**config.mk**
```make
export PLATFORM = sky130hd
export DESIGN_NAME = scanline_irq_counter
export DESIGN_NICKNAME = d
export VERILOG_FILES = /design/src/rtl/scanline_irq_pkg.sv /design/src/rtl/irq_wr_decode.sv /design/src/rtl/line_tick_gen.sv /design/src/rtl/line_down_counter.sv /design/src/rtl/scanline_irq_counter.sv
export SDC_FILE = /design/constraint.sdc
export NUM_CORES = 1
export LEC_CHECK = 0
export ABC_AREA = 0
export BUFFER_PORTS_ARGS = -buffer_cell sky130_fd_sc_hd__buf_2
export CAP_MARGIN = 20
export CORE_MARGIN = 8
export CORE_UTILIZATION = 48
export CTS_BUF_LIST = sky130_fd_sc_hd__clkbuf_16
export CTS_CLUSTER_SIZE = 10
export DETAILED_ROUTE_END_ITERATION = 12
export PLACE_DENSITY = 0.8
export REMOVE_ABC_BUFFERS = 1
export SETUP_SLACK_MARGIN = 0.05
export SLEW_MARGIN = 5
export SYNTH_ARGS = -nofsm -noshare
export SYNTH_HDL_FRONTEND = slang
export SYNTH_SLANG_ARGS = --single-unit
```
**constraint.sdc**
```tcl
create_clock -name clk -period 3.1 [get_ports clk]
set_input_delay 0.31 -clock clk [delete_from_list [all_inputs] [get_ports clk]]
set_output_delay 0.31 -clock clk [all_outputs]
set_load 0.02 [all_outputs]
```
**src/rtl/scanline_irq_pkg.sv**
```systemverilog
package scanline_irq_pkg;

  // Decoded CPU write strobes, at most one high per cycle
  typedef struct packed {
    logic set_reload;
    logic zero_count;
    logic irq_off;
    logic irq_on;
  } wr_strobe_t;

  localparam logic [2:0] REGION_COUNT = 3'b110;
  localparam logic [2:0] REGION_IRQ   = 3'b111;

endpackage

```
**src/rtl/irq_wr_decode.sv**
```systemverilog
module irq_wr_decode
  import scanline_irq_pkg::*;
#(
  parameter int ADDR_W = 16
) (
  input  logic              wr_en,
  input  logic [ADDR_W-1:0] wr_addr,
  output wr_strobe_t        strobe
);
  localparam int REGION_LSB = ADDR_W - 3;

  logic [2:0] region;
  logic       odd;

  assign region = wr_addr[ADDR_W-1:REGION_LSB];
  assign odd    = wr_addr[0];

  always_comb begin
    strobe = '0;
    if (wr_en) begin
      if (region == REGION_COUNT) begin
        strobe.set_reload = !odd;
        strobe.zero_count = odd;
      end else if (region == REGION_IRQ) begin
        strobe.irq_off = !odd;
        strobe.irq_on  = odd;
      end
    end
  end
endmodule

```
**src/rtl/line_tick_gen.sv**
```systemverilog
module line_tick_gen #(
  parameter int LINE_W      = 9,
  parameter int DOT_W       = 9,
  parameter int TICK_DOT    = 260,
  parameter int BLANK_FIRST = 240,
  parameter int BLANK_LAST  = 260
) (
  input  logic              clk,
  input  logic              rst,
  input  logic [LINE_W-1:0] line_num,
  input  logic [DOT_W-1:0]  dot_pos,
  input  logic              bg_enable,
  input  logic              spr_enable,
  output logic              tick
);
  localparam logic [DOT_W-1:0]  DOT_MATCH = DOT_W'(TICK_DOT);
  localparam logic [LINE_W-1:0] LINE_LO   = LINE_W'(BLANK_FIRST);
  localparam logic [LINE_W-1:0] LINE_HI   = LINE_W'(BLANK_LAST);

  logic in_blank;
  logic qualify;
  logic qualify_q;

  assign in_blank = (line_num >= LINE_LO) && (line_num <= LINE_HI);
  assign qualify  = (dot_pos == DOT_MATCH) && !in_blank && (bg_enable || spr_enable);

  // Edge detect: a held qualifier yields a single pulse
  always_ff @(posedge clk) begin
    if (rst) begin
      qualify_q <= 1'b0;
      tick      <= 1'b0;
    end else begin
      qualify_q <= qualify;
      tick      <= qualify && !qualify_q;
    end
  end
endmodule

```
**src/rtl/line_down_counter.sv**
```systemverilog
module line_down_counter
  import scanline_irq_pkg::*;
#(
  parameter int DATA_W = 8
) (
  input  logic              clk,
  input  logic              rst,
  input  wr_strobe_t        strobe,
  input  logic [DATA_W-1:0] wr_data,
  input  logic              tick,
  output logic              irq_req
);
  localparam logic [DATA_W-1:0] ZERO = '0;
  localparam logic [DATA_W-1:0] ONE  = DATA_W'(1);

  logic [DATA_W-1:0] reload_q;
  logic [DATA_W-1:0] count_q;
  logic              enable_q;

  always_ff @(posedge clk) begin
    if (rst) begin
      reload_q <= '0;
      count_q  <= '0;
      enable_q <= 1'b0;
      irq_req  <= 1'b0;
    end else begin
      if (strobe.set_reload) reload_q <= wr_data;

      // A clear write wins over a step in the same cycle
      if (strobe.zero_count)    count_q <= '0;
      else if (tick) begin
        if (count_q == ZERO)    count_q <= reload_q;
        else                    count_q <= count_q - ONE;
      end

      if (strobe.irq_off)       enable_q <= 1'b0;
      else if (strobe.irq_on)   enable_q <= 1'b1;

      if (strobe.irq_off)       irq_req <= 1'b0;
      else if (tick && enable_q && count_q == ONE && !strobe.zero_count)
                                irq_req <= 1'b1;
    end
  end
endmodule

```
**src/rtl/scanline_irq_counter.sv**
```systemverilog
module scanline_irq_counter
  import scanline_irq_pkg::*;
#(
  parameter int ADDR_W      = 16,
  parameter int DATA_W      = 8,
  parameter int LINE_W      = 9,
  parameter int DOT_W       = 9,
  parameter int TICK_DOT    = 260,
  parameter int BLANK_FIRST = 240,
  parameter int BLANK_LAST  = 260
) (
  input  logic              clk,
  input  logic              rst,
  input  logic              wr_en,
  input  logic [ADDR_W-1:0] wr_addr,
  input  logic [DATA_W-1:0] wr_data,
  input  logic [LINE_W-1:0] line_num,
  input  logic [DOT_W-1:0]  dot_pos,
  input  logic              bg_enable,
  input  logic              spr_enable,
  output logic              irq_req
);
  wr_strobe_t strobe;
  logic       tick_pulse;

  irq_wr_decode #(.ADDR_W(ADDR_W)) u_decode (
    .wr_en   (wr_en),
    .wr_addr (wr_addr),
    .strobe  (strobe)
  );

  line_tick_gen #(
    .LINE_W(LINE_W), .DOT_W(DOT_W), .TICK_DOT(TICK_DOT),
    .BLANK_FIRST(BLANK_FIRST), .BLANK_LAST(BLANK_LAST)
  ) u_tick (
    .clk        (clk),
    .rst        (rst),
    .line_num   (line_num),
    .dot_pos    (dot_pos),
    .bg_enable  (bg_enable),
    .spr_enable (spr_enable),
    .tick       (tick_pulse)
  );

  line_down_counter #(.DATA_W(DATA_W)) u_count (
    .clk     (clk),
    .rst     (rst),
    .strobe  (strobe),
    .wr_data (wr_data),
    .tick    (tick_pulse),
    .irq_req (irq_req)
  );
endmodule

```
==> results.py, run 1 <==
metrics = {
    "run_status": {
        "outcome": "finished, final reports clean",
    },
    "timing": {
        "grt_setup_unrepaired": "no",
        "setup_viol_count_final": 0,
        "max_freq_mhz": 518,
        "timing_hold_violations_final": 0,
        "period_needed_ns": 1.93,
        "setup_tns_ns": 0,
        "maxSlewHeadroom_pct": 35.8,
        "setup_ws_ns": 1.17,
        "holdWs_ns": 0.293,
        "tightest_slew_ns": 0.960,
        "period_share_pct": 62.3,
        "finClkSkew_ns": 0.00168,
        "drv_slew": 0,
    },
    "synthesis": {
        "synth.avg_cell_area_um2": 9.19,
        "synthDistinctLibCells": 36,
        "netlist_instances": 111,
        "ys_seq_area_share_pct": 39.3,
        "synth_warnings": 0,
        "synth.cell_area_um2": 1020,
        "yosys_register_bits": 20,
        "asyncSetResetFlopFracSynth_pct": 0,
        "synth-edff-count": 0,
        "synth_flop_cell": "dfxtp_1",
    },
    "pwr": {
        "ir_worst_vdd_mv": 0.351,
        "power.density_nw_per_um2": 439,
        "p_leak_uw": 0.000529,
    },
    "global_routing": {
        "grt_usage_pct": 15.0,
        "grt_pass1_vias": 1025,
        "grt_pass1_wl_um": 4310,
        "grt_max_degree": 14,
        "gr-total-overflow": 0,
        "antenna_found_initial": 0,
    },
    "routing": {
        "first_pass_iters": 4,
        "vias": 975,
        "drcViolationCount": 0,
        "routed_wl_um": 2580,
        "initialDrtViolationCount": 27,
        "routedWlPerCell_um": 15.0,
        "via_per_inst": 5.67,
        "antenna_left": 0,
    },
    "cts": {
        "clk_latency_ns": 0.25,
        "clkTransAtPathRegs_ns": 0.05,
        "clockRootBuffer": "clkbuf_16",
        "cts_htree_levels": 1,
        "cts_hold_buf": 0,
        "cts_sinks": 20,
        "post_cts_buffers": 0,
        "cts.path.max_buffers": 2,
        "tritoncts": "built",
        "cts_resized": 0,
        "cts-buffers-inserted": 3,
    },
    "setup_path": {
        "cp_max_fo": 12,
        "critPathLaunch": "u_count.count_q[0]",
        "r2r_slack_ns": 1.17,
        "r2r-start": "u_count.count_q[0]",
        "cp-end-kind": "register",
        "worstPathRequired_ns": 3.23,
        "arrival_ns": 2.06,
        "criticalPathCategory": "reg2reg",
        "cp-start-kind": "register",
    },
    "layout": {
        "final_area_um2": 1280,
        "drive_gt1_share_pct": 30.3,
        "layout_commonest_cell": "buf_2",
        "final_core_util_pct": 64.5,
        "seq_area_um2": 400,
        "synthToLayoutAreaGrowth_pct": 25.4,
        "diodes": 0,
        "fillers": 156,
        "final_cell_mix": "buf_2 (35), dfxtp_1 (20), nor2_1 (15)",
        "multi_input_area_um2": 579,
        "nets": 196,
    },
    "placement": {
        "post_dp_cell_area_um2": 1200,
        "io_buffer_count": 35,
        "pre_cts_ws_ns": 1.20,
        "dpl.hpwl_um": 1900,
        "routabilityCongestion": 0.808,
    },
    "floorplan": {
        "core_um2": 1980,
        "dieWidth_um": 62.1,
        "ios": 48,
        "initial_utilization_pct": 51.5,
        "die_area_um2": 3860,
        "placementRows": 16,
        "dieHeight_um": 62.1,
    },
    "flow_run": {
        "drv_cap": 0,
    },
    "min_path": {
        "hold_class": "in2reg",
        "min_from": "wr_data[7]",
    },
}
[power by group]
part,internal (µW),switching (µW),total [µW]
clock,172,94.2,266
sequential,259,0.965,260
combinational,20.3,15.4,35.7
total,451,111,561
[per-layer routing]
layer	wire length [µm]	share of wire (%)	up-vias	GRT usage, %
li1	-	-	477	-
met1	1110	43	461	15.3
met2	1290	50	30	26.5
met3	128	5.0	7	5.14
met4	51	2.0	0	7.47
met5	0	0	-	0
[through the flow]
| stage | std cells | total power (µW) |
|---|---|---|
| global placement | 168 | 299 |
| finish | 172 | 561 |
| CTS | 172 | 563 |
| detailed placement | 168 | 300 |
| floorplan | 106 | 274 |
| global route | 172 | 577 |
[final timing paths]
| kind | to | cells after the start |
|---|---|---|
| setup reg to reg | u_count.count_q[5] | 6 |
| hold reg to reg | u_tick.tick | 1 |
| hold / removal | u_count.reload_q[7] | 3 |
| setup / recovery | u_count.count_q[5] | 6 |
[registers in the layout, indices dropped and copies added (netlist names)]
name	cells
u_count.enable_q	1
u_count.count_q	8
u_count.reload_q	8
u_tick.tick	1
u_tick.qualify_q	1
u_count.irq_req	1
[cells by family (layout without fill, tap and decap cells)]
| logic type | count (synthesis) | in the layout | share of synthesized area (%) |
|---|---|---|---|
| muxes | 12 | 12 | 12.0 |
| adders and majority gates | 3 | 3 | 3.68 |
| DFF | 20 | 20 | 39.3 |
| buffers and inverters | 8 | 42 | 3.93 |
| and+or+nand+nor | 52 | 52 | 29.1 |
| AOI/OAI and AO/OA | 16 | 16 | 12.0 |
[cells in the mapped netlist (all sizes together), types with 2 or more instances]
| library cell | n | share of area [%] |
|---|---|---|
| a21oi | 2 | 0.98 |
| a31oi | 6 | 3.7 |
| buf | 3 | 2.1 |
| clkbuf | 2 | 0.74 |
| dfxtp | 20 | 39 |
| ha | 3 | 3.7 |
| inv | 3 | 1.1 |
| mux2 | 2 | 2.2 |
| mux2i | 10 | 9.8 |
| nand2 | 8 | 2.9 |
| nand2b | 2 | 1.2 |
| nand3 | 6 | 2.9 |
| nand4 | 2 | 1.2 |
| nor2 | 15 | 5.5 |
| nor2b | 2 | 1.2 |
| nor3 | 3 | 1.5 |
| nor4b | 3 | 4.0 |
| or3 | 4 | 2.6 |
[cell type report]
cell class,instances,area share (%)
multi-input cells,83,45.3
flip-flops and latches,20,31.3
repair buffers,35,13.7
clock buffers,3,5.87
well taps,27,2.64
inverters,3,0.881
clock inverters,1,0.294
[worst max-delay path: stages, from the launching register on]
cell      delay (ns)
dfxtp_1         0.38
inv_1           0.11
ha_1            0.19
nand2b_1        0.13
nor4b_4         0.60
mux2i_1         0.31
o32ai_2         0.10
(Power assumes the default switching activity.)
==> run 2: changes to the inputs <==
--- a/config.mk
+++ b/config.mk
@@ -5,15 +5,15 @@
 export SDC_FILE = /design/constraint.sdc
 export NUM_CORES = 1
 export LEC_CHECK = 0
-export ABC_AREA = 0
+export ABC_AREA = 1
 export BUFFER_PORTS_ARGS = -buffer_cell sky130_fd_sc_hd__buf_2
 export CAP_MARGIN = 20
 export CORE_MARGIN = 8
-export CORE_UTILIZATION = 48
+export CORE_UTILIZATION = 47
 export CTS_BUF_LIST = sky130_fd_sc_hd__clkbuf_16
 export CTS_CLUSTER_SIZE = 10
 export DETAILED_ROUTE_END_ITERATION = 12
-export PLACE_DENSITY = 0.8
+export PLACE_DENSITY = 0.77
 export REMOVE_ABC_BUFFERS = 1
 export SETUP_SLACK_MARGIN = 0.05
 export SLEW_MARGIN = 5
==> constraint.sdc (replaced) <==
create_clock -name clk -period 1.85 [get_ports clk]
set_input_delay 0.185 -clock clk [delete_from_list [all_inputs] [get_ports clk]]
set_output_delay 0.185 -clock clk [all_outputs]
set_load 0.02 [all_outputs]
==> results.py, run 2 <==
metrics = {
    "run_status": {
        "outcome": "finished, final reports clean",
    },
    "synthesis": {
        "synth-simple-area-share_pct": 38.2,
        "synth_flop_cell": "dfxtp_1",
        "ys_seq_area_share_pct": 34.9,
        "synth.avg_cell_area_um2": 6.76,
        "synth_xor_area_share_pct": 0.763,
        "synth_top_family_by_area": "simple AND/OR/NAND/NOR gates",
        "asyncSetResetFlopFracSynth_pct": 0,
        "synth_top_area_share_pct": 34.9,
        "synth_compound_area_share_pct": 13.4,
        "synthDistinctLibCells": 26,
        "synth.cell_area_um2": 1150,
        "synth.area.top_cells": "dfxtp_1 (35%), nand2_1 (12%), nor2_1 (7.8%)",
        "synth_fa_ha_area_share_pct": 3.27,
        "synth_mux_area_share_pct": 0,
        "synth_common_cells": "nand2_1 (37), nor2_1 (24), inv_1 (22)",
        "netlist_instances": 170,
        "yosys_register_bits": 20,
        "synthMostInstantiatedCell": "nand2_1",
        "synth_area_leader_cell": "dfxtp_1",
        "synth-edff-count": 0,
        "synth_warnings": 0,
    },
    "cts": {
        "cts_hold_buf": 0,
        "cts_htree_levels": 1,
        "clk_latency_ns": 0.25,
        "tritoncts": "built",
        "clkTransAtPathRegs_ns": 0.06,
        "cts.path.max_buffers": 2,
        "clockRootBuffer": "clkbuf_16",
        "cts-buffers-inserted": 3,
        "cts_sinks": 20,
        "post_cts_buffers": 0,
        "cts_resized": 0,
    },
    "routing": {
        "antenna_left": 0,
        "first_pass_iters": 4,
        "routedWlPerCell_um": 10.9,
        "routed_wl_um": 2590,
        "drcViolationCount": 0,
        "initialDrtViolationCount": 87,
        "vias": 1151,
        "via_per_inst": 4.86,
    },
    "timing": {
        "setup_viol_count_final": 0,
        "finClkSkew_ns": 0.00588,
        "tightest_slew_ns": 0.321,
        "setup_tns_ns": 0,
        "drv_slew": 0,
        "timing_hold_violations_final": 0,
        "grt_setup_unrepaired": "no",
        "maxSlewHeadroom_pct": 78.6,
        "max_freq_mhz": 729,
        "period_share_pct": 74.2,
        "period_needed_ns": 1.37,
    },
    "placement": {
        "routabilityCongestion": 0.882,
        "dpl.hpwl_um": 2090,
        "dp_cells": 233,
        "io_buffer_count": 35,
    },
    "global_routing": {
        "gr-total-overflow": 0,
        "grt_usage_pct": 12.9,
        "grt_pass1_vias": 1160,
        "grt_pass1_wl_um": 4500,
        "antenna_found_initial": 0,
        "grt_max_degree": 14,
    },
    "floorplan": {
        "dieWidth_um": 65.4,
        "core_um2": 2390,
        "die_area_um2": 4280,
        "initial_utilization_pct": 48.1,
        "placementRows": 18,
        "dieHeight_um": 65.4,
        "ios": 48,
    },
    "layout": {
        "final_cells": 237,
        "largestRegisters": "u_count.count_q: 8 flops, u_count.reload_q: 8 flops",
        "nets": 258,
        "layout_commonest_cell": "nand2_1",
        "diodes": 0,
        "synthToLayoutAreaGrowth_pct": 26.0,
        "final_core_util_pct": 60.6,
        "drive_gt1_share_pct": 23.2,
        "final_cell_mix": "nand2_1 (37), buf_2 (35), nor2_1 (24)",
    },
    "setup_path": {
        "max_stage_delay_ns": 0.37,
        "cp-end-kind": "register",
        "r2r-start": "u_count.count_q[0]",
        "worstPathRequired_ns": 2.03,
        "cp-start-kind": "register",
        "crit_chain": "inv_1 > ha_1 > nand2_4 > inv_2 > nand2_4 > nor2_1 > nor2_1 > nand2_1 > a21oi_1",
        "cp_max_fo": 7,
        "r2r_slack_ns": 0.48,
        "crit_slowest_cell": "dfxtp_1",
        "arrival_ns": 1.55,
        "r2r-end": "u_count.count_q[7]",
        "worstRegToRegCells": 9,
        "worst_path_dominant_cell_family": "simple AND/OR/NAND/NOR gates",
        "criticalPathCategory": "reg2reg",
        "path_buf_inv": 2,
    },
    "flow_run": {
        "drv_cap": 0,
    },
    "pwr": {
        "p_leak_uw": 0.000714,
        "ir_worst_vdd_mv": 0.760,
        "power.density_nw_per_um2": 756,
    },
    "min_path": {
        "hold_end": "u_count.reload_q[4]",
        "hold_class": "in2reg",
        "min_from": "wr_data[4]",
        "min_path_cells": 3,
    },
}
==> run 2: cell count changes in the layout (fill, tap and decap cells not counted), moves of 3 or more <==
cell	change
a21oi_1	+12
a31oi_1	-6
inv_1	+19
mux2i_1	-10
nand2_1	+29
nand3_1	+9
nor2_1	+9
o21ai_0	+11
or3_1	-3
==> run 2: report_power, final <==
| part | total, µW | leakage (µW) | internal (µW) | switching, µW |
|---|---|---|---|---|
| combinational | 69.6 | 0.000501 | 36.7 | 32.8 |
| clock | 588 | 0.0000511 | 429 | 159 |
| sequential | 437 | 0.000161 | 435 | 1.86 |
==> run 2: cell families after synthesis <==
| family | after synthesis |
|---|---|
| buffers and inverters | 26 |
| xor gates and xnor gates | 1 |
| DFF | 20 |
| AOI/OAI and AO/OA | 29 |
| adders and majority gates | 3 |
| and+or+nand+nor | 91 |
==> run 2: metrics by stage <==
step                worst slack, ns  hold slack [ns]  total power, µW  cell area, µm²
global route                  0.349            0.195             1140            1450
detailed placement            0.510            0.389              516            1340
floorplan                     0.650            0.344              473            1130
global placement              0.568            0.385              513            1340
CTS                           0.494            0.178             1110            1450
finish                        0.478            0.179             1090            1450
==> run 2: final cells by class <==
class	instances	area [µm²]
Timing Repair Buffer	35	175
Multi-Input combinational cell	124	639
Clock inverter	1	30.0
Tap cell	30	37.5
Inverter	24	90.1
Fill cell	219	940
Clock buffer	3	75.1
Sequential cell	20	400
==> run 2: worst register-to-register path: cells and delay by family, from the launching register on <==
family	cells	cell delay [ns]
compound gates	1	0.11
fa+ha+maj	1	0.25
simple gates	5	0.42
flops	1	0.37
buf+inv	2	0.16
==> run 2: worst max-delay path by stage <==
stage	from	end	slack, ns	cells past startpoint
detailed placement	u_count.count_q[0]	u_count.count_q[7]	0.51	9
floorplan	u_count.count_q[0]	u_count.count_q[7]	0.65	9
finish	u_count.count_q[0]	u_count.count_q[7]	0.48	9
CTS	u_count.count_q[0]	u_count.count_q[7]	0.49	9
global route	u_count.count_q[0]	u_count.count_q[7]	0.35	9
global placement	u_count.count_q[0]	u_count.count_q[7]	0.57	9
==> run 2: per-layer routing <==
metal | track usage (%) | vias up | share of wire (%)
met3 | 4.76 | 4 | 6.7
li1 | - | 619 | -
met4 | 5.99 | 0 | 1.4
met1 | 15.0 | 491 | 48
met2 | 20.7 | 37 | 44
met5 | 0 | - | 0
